<file path="config.mk">
export PLATFORM = sky130hd
export DESIGN_NAME = adc_frame_reader
export DESIGN_NICKNAME = d
export VERILOG_FILES = /design/src/rtl/adc_rd_pkg.sv /design/src/rtl/adc_rd_counter.sv /design/src/rtl/adc_rd_shifter.sv /design/src/rtl/adc_rd_decode.sv /design/src/rtl/adc_frame_reader.sv
export SDC_FILE = /design/constraint.sdc
export NUM_CORES = 1
export LEC_CHECK = 0
export BUFFER_PORTS_ARGS = -buffer_cell sky130_fd_sc_hd__buf_2
export CORE_ASPECT_RATIO = 0.9
export CORE_UTILIZATION = 29
export DETAILED_ROUTE_END_ITERATION = 10
export PLACE_DENSITY = 0.49
export SYNTH_ARGS = -nofsm -noshare
export SYNTH_HDL_FRONTEND = slang
export SYNTH_HIERARCHICAL = 1
export SYNTH_SLANG_ARGS = --single-unit
</file>
<file path="constraint.sdc">
create_clock -name clk -period 2.1 [get_ports clk]
set_input_delay 0.105 -clock clk [delete_from_list [all_inputs] [get_ports clk]]
set_output_delay 0.105 -clock clk [all_outputs]
set_load 0.02 [all_outputs]
</file>
<file path="src/rtl/adc_rd_pkg.sv">
package adc_rd_pkg;

    localparam int FRAME_BITS = 24;
    localparam int VALUE_BITS = 20;
    localparam int MIN_LEN    = 4;

    typedef enum logic [2:0] {
        ST_IDLE,
        ST_SETUP,
        ST_POLL,
        ST_SCK_HI,
        ST_SCK_LO,
        ST_FINISH
    } rd_state_t;

    typedef struct packed {
        logic                  eoc;
        logic                  chan;
        logic                  sign;
        logic                  ext;
        logic [VALUE_BITS-1:0] value;
    } frame_fields_t;

endpackage

</file>
<file path="src/rtl/adc_rd_counter.sv">
module adc_rd_counter #(
    parameter int W = 4
) (
    input  logic         clk,
    input  logic         rst_n,
    input  logic         clr,
    input  logic         inc,
    output logic [W-1:0] count
);
    always_ff @(posedge clk or negedge rst_n) begin
        if (!rst_n) begin
            count <= '0;
        end else if (clr) begin
            count <= '0;
        end else if (inc) begin
            count <= count + W'(1);
        end
    end
endmodule

</file>
<file path="src/rtl/adc_rd_shifter.sv">
module adc_rd_shifter #(
    parameter int FRAME_BITS = 24,
    localparam int IW = $clog2(FRAME_BITS + 1)
) (
    input  logic                  clk,
    input  logic                  rst_n,
    input  logic                  clr,
    input  logic                  sample,
    input  logic [IW-1:0]         bit_idx,
    input  logic                  sdo,
    output logic [FRAME_BITS-1:0] word
);
    logic [IW-1:0] pos;

    // Bit number k of the frame lands in word position FRAME_BITS-1-k.
    assign pos = IW'(FRAME_BITS - 1) - bit_idx;

    for (genvar i = 0; i < FRAME_BITS; i++) begin : g_bit
        always_ff @(posedge clk or negedge rst_n) begin
            if (!rst_n) begin
                word[i] <= 1'b0;
            end else if (clr) begin
                word[i] <= 1'b0;
            end else if (sample && (pos == IW'(i))) begin
                word[i] <= sdo;
            end
        end
    end
endmodule

</file>
<file path="src/rtl/adc_rd_decode.sv">
module adc_rd_decode
    import adc_rd_pkg::*;
(
    input  logic [FRAME_BITS-1:0] raw,
    output frame_fields_t         fields
);
    always_comb begin
        fields = frame_fields_t'(raw);
    end
endmodule

</file>
<file path="src/rtl/adc_frame_reader.sv">
module adc_frame_reader
    import adc_rd_pkg::*;
#(
    parameter int HALF_DIV = 2,
    parameter int TMO_W    = 16,
    localparam int LEN_W   = $clog2(FRAME_BITS + 1)
) (
    input  logic                  clk,
    input  logic                  rst_n,
    input  logic                  rd_req,
    input  logic [LEN_W-1:0]      rd_len,
    input  logic [TMO_W-1:0]      eoc_limit,
    output logic                  adc_cs_n,
    output logic                  adc_sck,
    input  logic                  adc_sdo,
    output logic                  data_valid,
    output logic [FRAME_BITS-1:0] raw_word,
    output logic                  eoc_flag,
    output logic                  chan_sel,
    output logic                  sign_bit,
    output logic                  over_range,
    output logic [VALUE_BITS-1:0] result,
    output logic                  truncated,
    output logic                  timeout_err
);
    localparam int SETUP_CYC = 2 * HALF_DIV;
    localparam int HW        = $clog2(SETUP_CYC + 1);

    rd_state_t state, state_nxt;

    logic [HW-1:0]         half_cnt;
    logic [TMO_W-1:0]      poll_cnt;
    logic [LEN_W-1:0]      bit_cnt;
    logic [LEN_W-1:0]      len_q;
    logic [TMO_W-1:0]      limit_q;
    logic                  tmo_hit;
    logic [FRAME_BITS-1:0] shift_word;
    logic [FRAME_BITS-1:0] out_raw;
    frame_fields_t         fields;

    logic accept, phase_end, setup_end, sample, poll_expire, poll_ready;

    assign accept      = (state == ST_IDLE) && rd_req;
    assign phase_end   = (half_cnt == HW'(HALF_DIV - 1));
    assign setup_end   = (half_cnt == HW'(SETUP_CYC - 1));
    assign sample      = (state == ST_SCK_HI) && phase_end;
    assign poll_ready  = (state == ST_POLL) && !adc_sdo;
    assign poll_expire = (state == ST_POLL) && adc_sdo && (poll_cnt == limit_q);

    // Phase timer restarts on every state change.
    adc_rd_counter #(.W(HW)) i_half_cnt (
        .clk   (clk),
        .rst_n (rst_n),
        .clr   (state != state_nxt),
        .inc   (1'b1),
        .count (half_cnt)
    );

    adc_rd_counter #(.W(TMO_W)) i_poll_cnt (
        .clk   (clk),
        .rst_n (rst_n),
        .clr   (state == ST_IDLE),
        .inc   (state == ST_POLL),
        .count (poll_cnt)
    );

    adc_rd_counter #(.W(LEN_W)) i_bit_cnt (
        .clk   (clk),
        .rst_n (rst_n),
        .clr   (state == ST_IDLE),
        .inc   (sample),
        .count (bit_cnt)
    );

    adc_rd_shifter #(.FRAME_BITS(FRAME_BITS)) i_shifter (
        .clk     (clk),
        .rst_n   (rst_n),
        .clr     (accept),
        .sample  (sample),
        .bit_idx (bit_cnt),
        .sdo     (adc_sdo),
        .word    (shift_word)
    );

    adc_rd_decode i_decode (
        .raw    (out_raw),
        .fields (fields)
    );

    // Request latch: clamped length and timeout limit.
    always_ff @(posedge clk or negedge rst_n) begin
        if (!rst_n) begin
            len_q   <= LEN_W'(FRAME_BITS);
            limit_q <= '0;
            tmo_hit <= 1'b0;
        end else begin
            if (accept) begin
                if (rd_len < LEN_W'(MIN_LEN)) begin
                    len_q <= LEN_W'(MIN_LEN);
                end else if (rd_len > LEN_W'(FRAME_BITS)) begin
                    len_q <= LEN_W'(FRAME_BITS);
                end else begin
                    len_q <= rd_len;
                end
                limit_q <= eoc_limit;
                tmo_hit <= 1'b0;
            end else if (poll_expire) begin
                tmo_hit <= 1'b1;
            end
        end
    end

    // State register.
    always_ff @(posedge clk or negedge rst_n) begin
        if (!rst_n) begin
            state <= ST_IDLE;
        end else begin
            state <= state_nxt;
        end
    end

    // Next-state logic.
    always_comb begin
        state_nxt = state;
        unique case (state)
            ST_IDLE: begin
                if (rd_req) state_nxt = ST_SETUP;
            end
            ST_SETUP: begin
                if (setup_end) state_nxt = ST_POLL;
            end
            ST_POLL: begin
                if (poll_ready) begin
                    state_nxt = ST_SCK_HI;
                end else if (poll_expire) begin
                    state_nxt = ST_FINISH;
                end
            end
            ST_SCK_HI: begin
                if (phase_end) state_nxt = ST_SCK_LO;
            end
            ST_SCK_LO: begin
                if (phase_end) begin
                    state_nxt = (bit_cnt == len_q) ? ST_FINISH : ST_SCK_HI;
                end
            end
            ST_FINISH: begin
                state_nxt = ST_IDLE;
            end
            default: begin
                state_nxt = ST_IDLE;
            end
        endcase
    end

    // Link pins follow the state directly.
    always_comb begin
        adc_cs_n = (state == ST_IDLE) || (state == ST_FINISH);
        adc_sck  = (state == ST_SCK_HI);
    end

    // Result outputs, loaded in ST_FINISH and held until the next request.
    always_ff @(posedge clk or negedge rst_n) begin
        if (!rst_n) begin
            data_valid  <= 1'b0;
            out_raw     <= '0;
            truncated   <= 1'b0;
            timeout_err <= 1'b0;
        end else if (accept) begin
            data_valid <= 1'b0;
        end else if (state == ST_FINISH) begin
            data_valid  <= 1'b1;
            out_raw     <= tmo_hit ? '0 : shift_word;
            truncated   <= !tmo_hit && (len_q < LEN_W'(FRAME_BITS));
            timeout_err <= tmo_hit;
        end
    end

    assign raw_word   = out_raw;
    assign eoc_flag   = fields.eoc;
    assign chan_sel   = fields.chan;
    assign sign_bit   = fields.sign;
    assign over_range = fields.ext;
    assign result     = fields.value;

endmodule

</file>
Word-level counts from Yosys, hierarchy flattened --
Index checks and enable logic that the tools add are counted.
Word-level totals: flip-flop bits (word level) 100, input port bits 25, output and inout bits 53, word-level logic and storage cells 208
Cells by class: add/subtract/negate cells 4, $lt $le $gt $ge 3, equal/unequal tests 33, muxes and demuxes 68, bitwise logic cells 1, reductions and logical operators 64
Operators by type and width (count):
- $reduce_bool A2 Y1 | 28
- $mux W1 | 52
- $eq A5 B4 Y1 const B | 8
- $eq A5 B5 Y1 const B | 8
- $mux W16 | 2
- $logic_and A1 B1 Y1 | 30
- $mux W24 | 1
- $mux W3 | 8
- $eq A5 B3 Y1 const B | 4
- $mux W5 | 4
- $add A16 B1 Y16 const B | 1
- $eq A16 B16 Y1 | 1
- $pmux W3 S5 | 1
- $eq A5 B2 Y1 const B | 2
- $eq A3 B2 Y1 const B | 3
- $eq A3 B1 Y1 const B | 2
- $eq A3 B3 Y1 const B | 2
- $add A5 B1 Y5 const B | 1
- $eq A5 B1 Y1 const B | 1
- $eq A5 B5 Y1 | 1
- $gt A5 B5 Y1 const B | 1
- $logic_not A5 Y1 | 1
- $lt A5 B3 Y1 const B | 1
- $lt A5 B5 Y1 const B | 1
- other kinds (8) | 9

Longest topological paths before layout --
word-level depth 8, depth in mapped cells 8, mapped depth without buffers 7

By module --
Netlist, hierarchy kept.
Modules (own cells, without submodules):
- adc_frame_reader | instances 1, cells each 233, area an instance 2373.5 um^2, seq. area each 1303.8 um^2
- adc_rd_shifter | instances 1, cells each 114, area an instance 1228.7 um^2, seq. area each 600.6 um^2
- adc_rd_counter (i_poll_cnt) | instances 1, cells each 82, area an instance 872.1 um^2, seq. area each 400.4 um^2
- adc_rd_counter (i_bit_cnt) | instances 1, cells each 22, area an instance 252.7 um^2, seq. area each 125.1 um^2
- adc_rd_decode | instances 1, cells each 24, area an instance 180.2 um^2, seq. area each 0.0 um^2
- adc_rd_counter (i_half_cnt) | instances 1, cells each 11, area an instance 136.4 um^2, seq. area each 75.1 um^2

Least setup slack after synthesis --
No wires, ideal clock.
path type register to register, start point register state[0], end point register i_poll_cnt.count[15], library setup time 125 ps, arrival time 2195 ps, required time 1975 ps, slack -220 ps, cell stages (with the launch flop) 8, buffers on the path 2, clock period less this slack 2320 ps, cell sequence dfrtp_1 -> buf_2 -> nor3_1 -> buf_6 -> o211ai_4 -> nor3_2 -> nor3b_2 -> mux2_4
On the way: word-level cells in the longest chain between the ends 2, elaborated cells between the ends (all ways) 4, those cells by class eq/ne: 1; mux: 1; reduce/logical: 2
Ends and longest elaborated chain:
- from (decl) | line adc_frame_reader.sv:29 | rd_state_t state, state_nxt;
- from (signal assigned) | line adc_frame_reader.sv:118 | state <= state_nxt;
- $eq A3 B2 Y1 / $logic_not A3 Y1 (equally long branches) | line adc_frame_reader.sv:63, adc_frame_reader.sv:62
- $reduce_bool A2 Y1 (no source line) / $mux W16 (equally long branches)
- to (signal assigned) | line adc_rd_counter.sv:16 | count <= count + W'(1);
- to (decl) | line adc_rd_counter.sv:8 | output logic [W-1:0] count
Parallel ways exist; a longest one is shown, timed or not. A chain may end at the register's enable or synchronous reset.

Worst setup path after layout --
start point register state[2], end point register i_poll_cnt.count[15]
Same word-level chain as after synthesis.

==> impl_metrics.env <==
export IMPL_finalHoldViolations=0
export IMPL_vias=3579
export IMPL_synth_cell_types=50
export IMPL_ant_nets=0
export IMPL_synthArstFlopShare_pct=100
export IMPL_antenna_found_initial=0
export IMPL_finalSetupViolations=0
export IMPL_final_common_cell="dfrtp_1"
export IMPL_final_util_pct=36.1
export IMPL_nets=597
export IMPL_mostFrequentLayoutCells="dfrtp_1, nand2_1, buf_2, o21ai_0, mux2i_1"
export IMPL_die_area_mm2=0.0179
export IMPL_grt_usage_pct=13.0
export IMPL_drive_gt1_share_pct=25.7
export IMPL_viasPerCell=4.43
export IMPL_coreArea_mm2=0.0169
export IMPL_die_w_um=141
export IMPL_grt_max_degree=101
export IMPL_ys_flop_type="dfrtp_1"
export IMPL_synthTopCellsByArea="dfrtp_1, nand2_1, mux2i_1, buf_4, xnor2_1"
export IMPL_clock_sinks=100
export IMPL_grt_pass1_vias=3712
export IMPL_tritoncts="built"
export IMPL_min_period_ns=1.95
export IMPL_first_pass_iters=6
export IMPL_die_h_um=127
export IMPL_io_buffer_count=77
export IMPL_max_freq_mhz=514
export IMPL_yosys_warnings=6
export IMPL_cts_root_buf="clkbuf_16"
export IMPL_avgSynthCellArea_um2=10.4
export IMPL_end_kind="flip-flop"
export IMPL_crit_fanout=7
export IMPL_gp_congestion=0.866
export IMPL_syn_inst=486
export IMPL_initial_utilization_pct=29.8
export IMPL_tightest_slew_ns=0.552
export IMPL_cap_violations=0
export IMPL_clockBufferDepth=2
export IMPL_syn_to_final_growth_pct=21.3
export IMPL_clkTransAtPathRegs_ns=0.07
export IMPL_crit_arrival_ns=2.18
export IMPL_fin_skew_ns=0.00988
export IMPL_p_leak_nw=2.92
export IMPL_powerDensity_mw_per_mm2=1090
export IMPL_netlist_area_mm2=0.00504
export IMPL_yosys_area_top_type="dfrtp_1"
export IMPL_synthDominantCellAreaShare_pct=48.6
export IMPL_numCtsBuffers=9
export IMPL_grt_pass1_wl_mm=18.4
export IMPL_first_iter_violations=69
export IMPL_vdd_ir_drop_max_mv=0.435
export IMPL_synth_seq_cells=100
export IMPL_rows=45
export IMPL_worstSetupPathType="reg2reg"
export IMPL_routed_wl_mm=10.6
export IMPL_gr_total_overflow=0
export IMPL_synth_edf_count=0
export IMPL_htreeDepth=3
export IMPL_start_kind="flip-flop"
export IMPL_wl_per_cell_um=13.1
export IMPL_clk_latency_ns=0.35
export IMPL_rsz0062_at_grt="yes"
export IMPL_status="complete, no violations"
export IMPL_hold_path_class="in2reg"
export IMPL_power_total_mw=6.68
export IMPL_antenna_cells=0
export IMPL_io_pins=78
export IMPL_slew_viol_final=0
export IMPL_drc=0
export IMPL_yosysSeqAreaShare_pct=49.7
export IMPL_max_slew_margin_pct=63.2
export IMPL_cp_required_ns=2.33
export IMPL_hpwl_mm=7.26
export IMPL_finalCritPeriodShare_pct=92.7
-- kinds of logic (layout without fill, tap and decap cells) --
kind of cell	count (synthesis)	count (layout)	synth area share (%)
AO/OA/AOI/OAI	53	53	6.30
XOR/XNOR	33	33	5.73
adder cells (fa/ha/maj)	3	3	0.744
buffers and inverters	53	137	6.47
flip-flops	100	100	49.7
multiplexers	50	50	10.6
other	1	4	0.0744
AND/OR/NAND/NOR	193	193	20.4
-- final cells by class --
cell class	instances	area, um^2
fill	1720	10800
sequential	100	2500
multi-input combinational	336	2250
timing repair buffer	114	738
tap	235	294
clock buffer	11	243
clock inverter	4	56.3
inverter	8	30.0
-- sequential cells by signal, summed over array words and instances (netlist names) --
register and cells:
len_q 5, raw_word 24, timeout_err 1, i_half_cnt/count 3, data_valid 1, i_shifter/word 24, limit_q 16, state 3
i_bit_cnt/count 5, tmo_hit 1, i_poll_cnt/count 16, truncated 1
-- timing repair --
| item | in CTS | in global routing |
|---|---|---|
| gates resized for setup | 0 | 4 |
| hold buffers | 19 | 0 |
| buffers inserted | 0 | 1 |
| endpoints found under the setup margin | 0 | 23 |
| endpoints found under the hold margin | 116 | 0 |
-- layer usage --
metal  GRT usage (%)  part of all wire (%)  vias up  wire, um
li1                -                     -     1789         -
met1            16.9                    49     1706      5200
met2            20.5                    46       68      4820
met3            3.45                   2.8       16       291
met4            5.50                   2.3        0       238
met5               0                     0        -         0
-- report_power, final --
group	total [mW]	switching [mW]	internal (mW)	leakage [nW]
clock	1.71	0.747	0.962	0.147
sequential	2.76	0.363	2.39	1.34
combinational	2.22	1.24	0.980	1.44
-- cells in the mapped netlist (2+ instances only) --
| library cell | count |
|---|---|
| and3_1 | 2 |
| mux2_1 | 2 |
| nor3_1 | 5 |
| nor2_1 | 25 |
| ha_1 | 3 |
| and4bb_1 | 4 |
| or3_1 | 3 |
| nor3b_1 | 3 |
| nand2b_1 | 27 |
| mux2_4 | 2 |
| buf_4 | 29 |
| o21ai_0 | 31 |
| mux2i_1 | 28 |
| a21oi_1 | 11 |
| clkbuf_1 | 11 |
| dfstp_2 | 2 |
| nor2b_1 | 4 |
| inv_1 | 6 |
| nor4_2 | 4 |
| buf_2 | 3 |
| dfrtp_1 | 98 |
| xor2_1 | 9 |
| nor4b_2 | 2 |
| nand2_1 | 83 |
| buf_6 | 2 |
| nand3b_1 | 6 |
| xnor2_1 | 24 |
| nand4_1 | 10 |
| and4b_1 | 2 |
| a22o_1 | 3 |
| nand3_1 | 6 |
| mux2_2 | 18 |
-- worst max-delay path, stage by stage, from the launching register on --
cell and delay (ns):
dfrtp_1 0.46, nor3_2 0.40, o211ai_4 0.19, nor3_2 0.25, nor3b_2 0.23, mux2_4 0.31
-- through the flow --
step	cells	hold WS [ns]	area (um^2)	setup TNS [ns]	setup WS (ns)
final	808	0.0444	6120	0	0.154
after global routing	808	0.0529	6120	-0.00166	-0.00166
after CTS	807	0.0257	6090	0	0.0858
after detailed placement	773	0.222	5600	0	0.113
after global placement	773	0.223	5600	0	0.185
after floorplan	489	-0.191	5060	0	0.0335
-- final timing paths --
check | startpoint | cells past startpoint | to | slack, ns
min in group asynchronous | rst_n | 3 | data_valid | 0.35
worst min register to register | data_valid | 2 | data_valid | 0.49
worst max register to register | state[2] | 5 | i_poll_cnt/count[15] | 0.15
worst max-delay path | state[2] | 5 | i_poll_cnt/count[15] | 0.15
worst min-delay path | rd_len[3] | 2 | len_q[3] | 0.04
max in group asynchronous | rst_n | 3 | i_poll_cnt/count[12] | 1.32
Note: power is estimated with default switching activity, not from simulation.
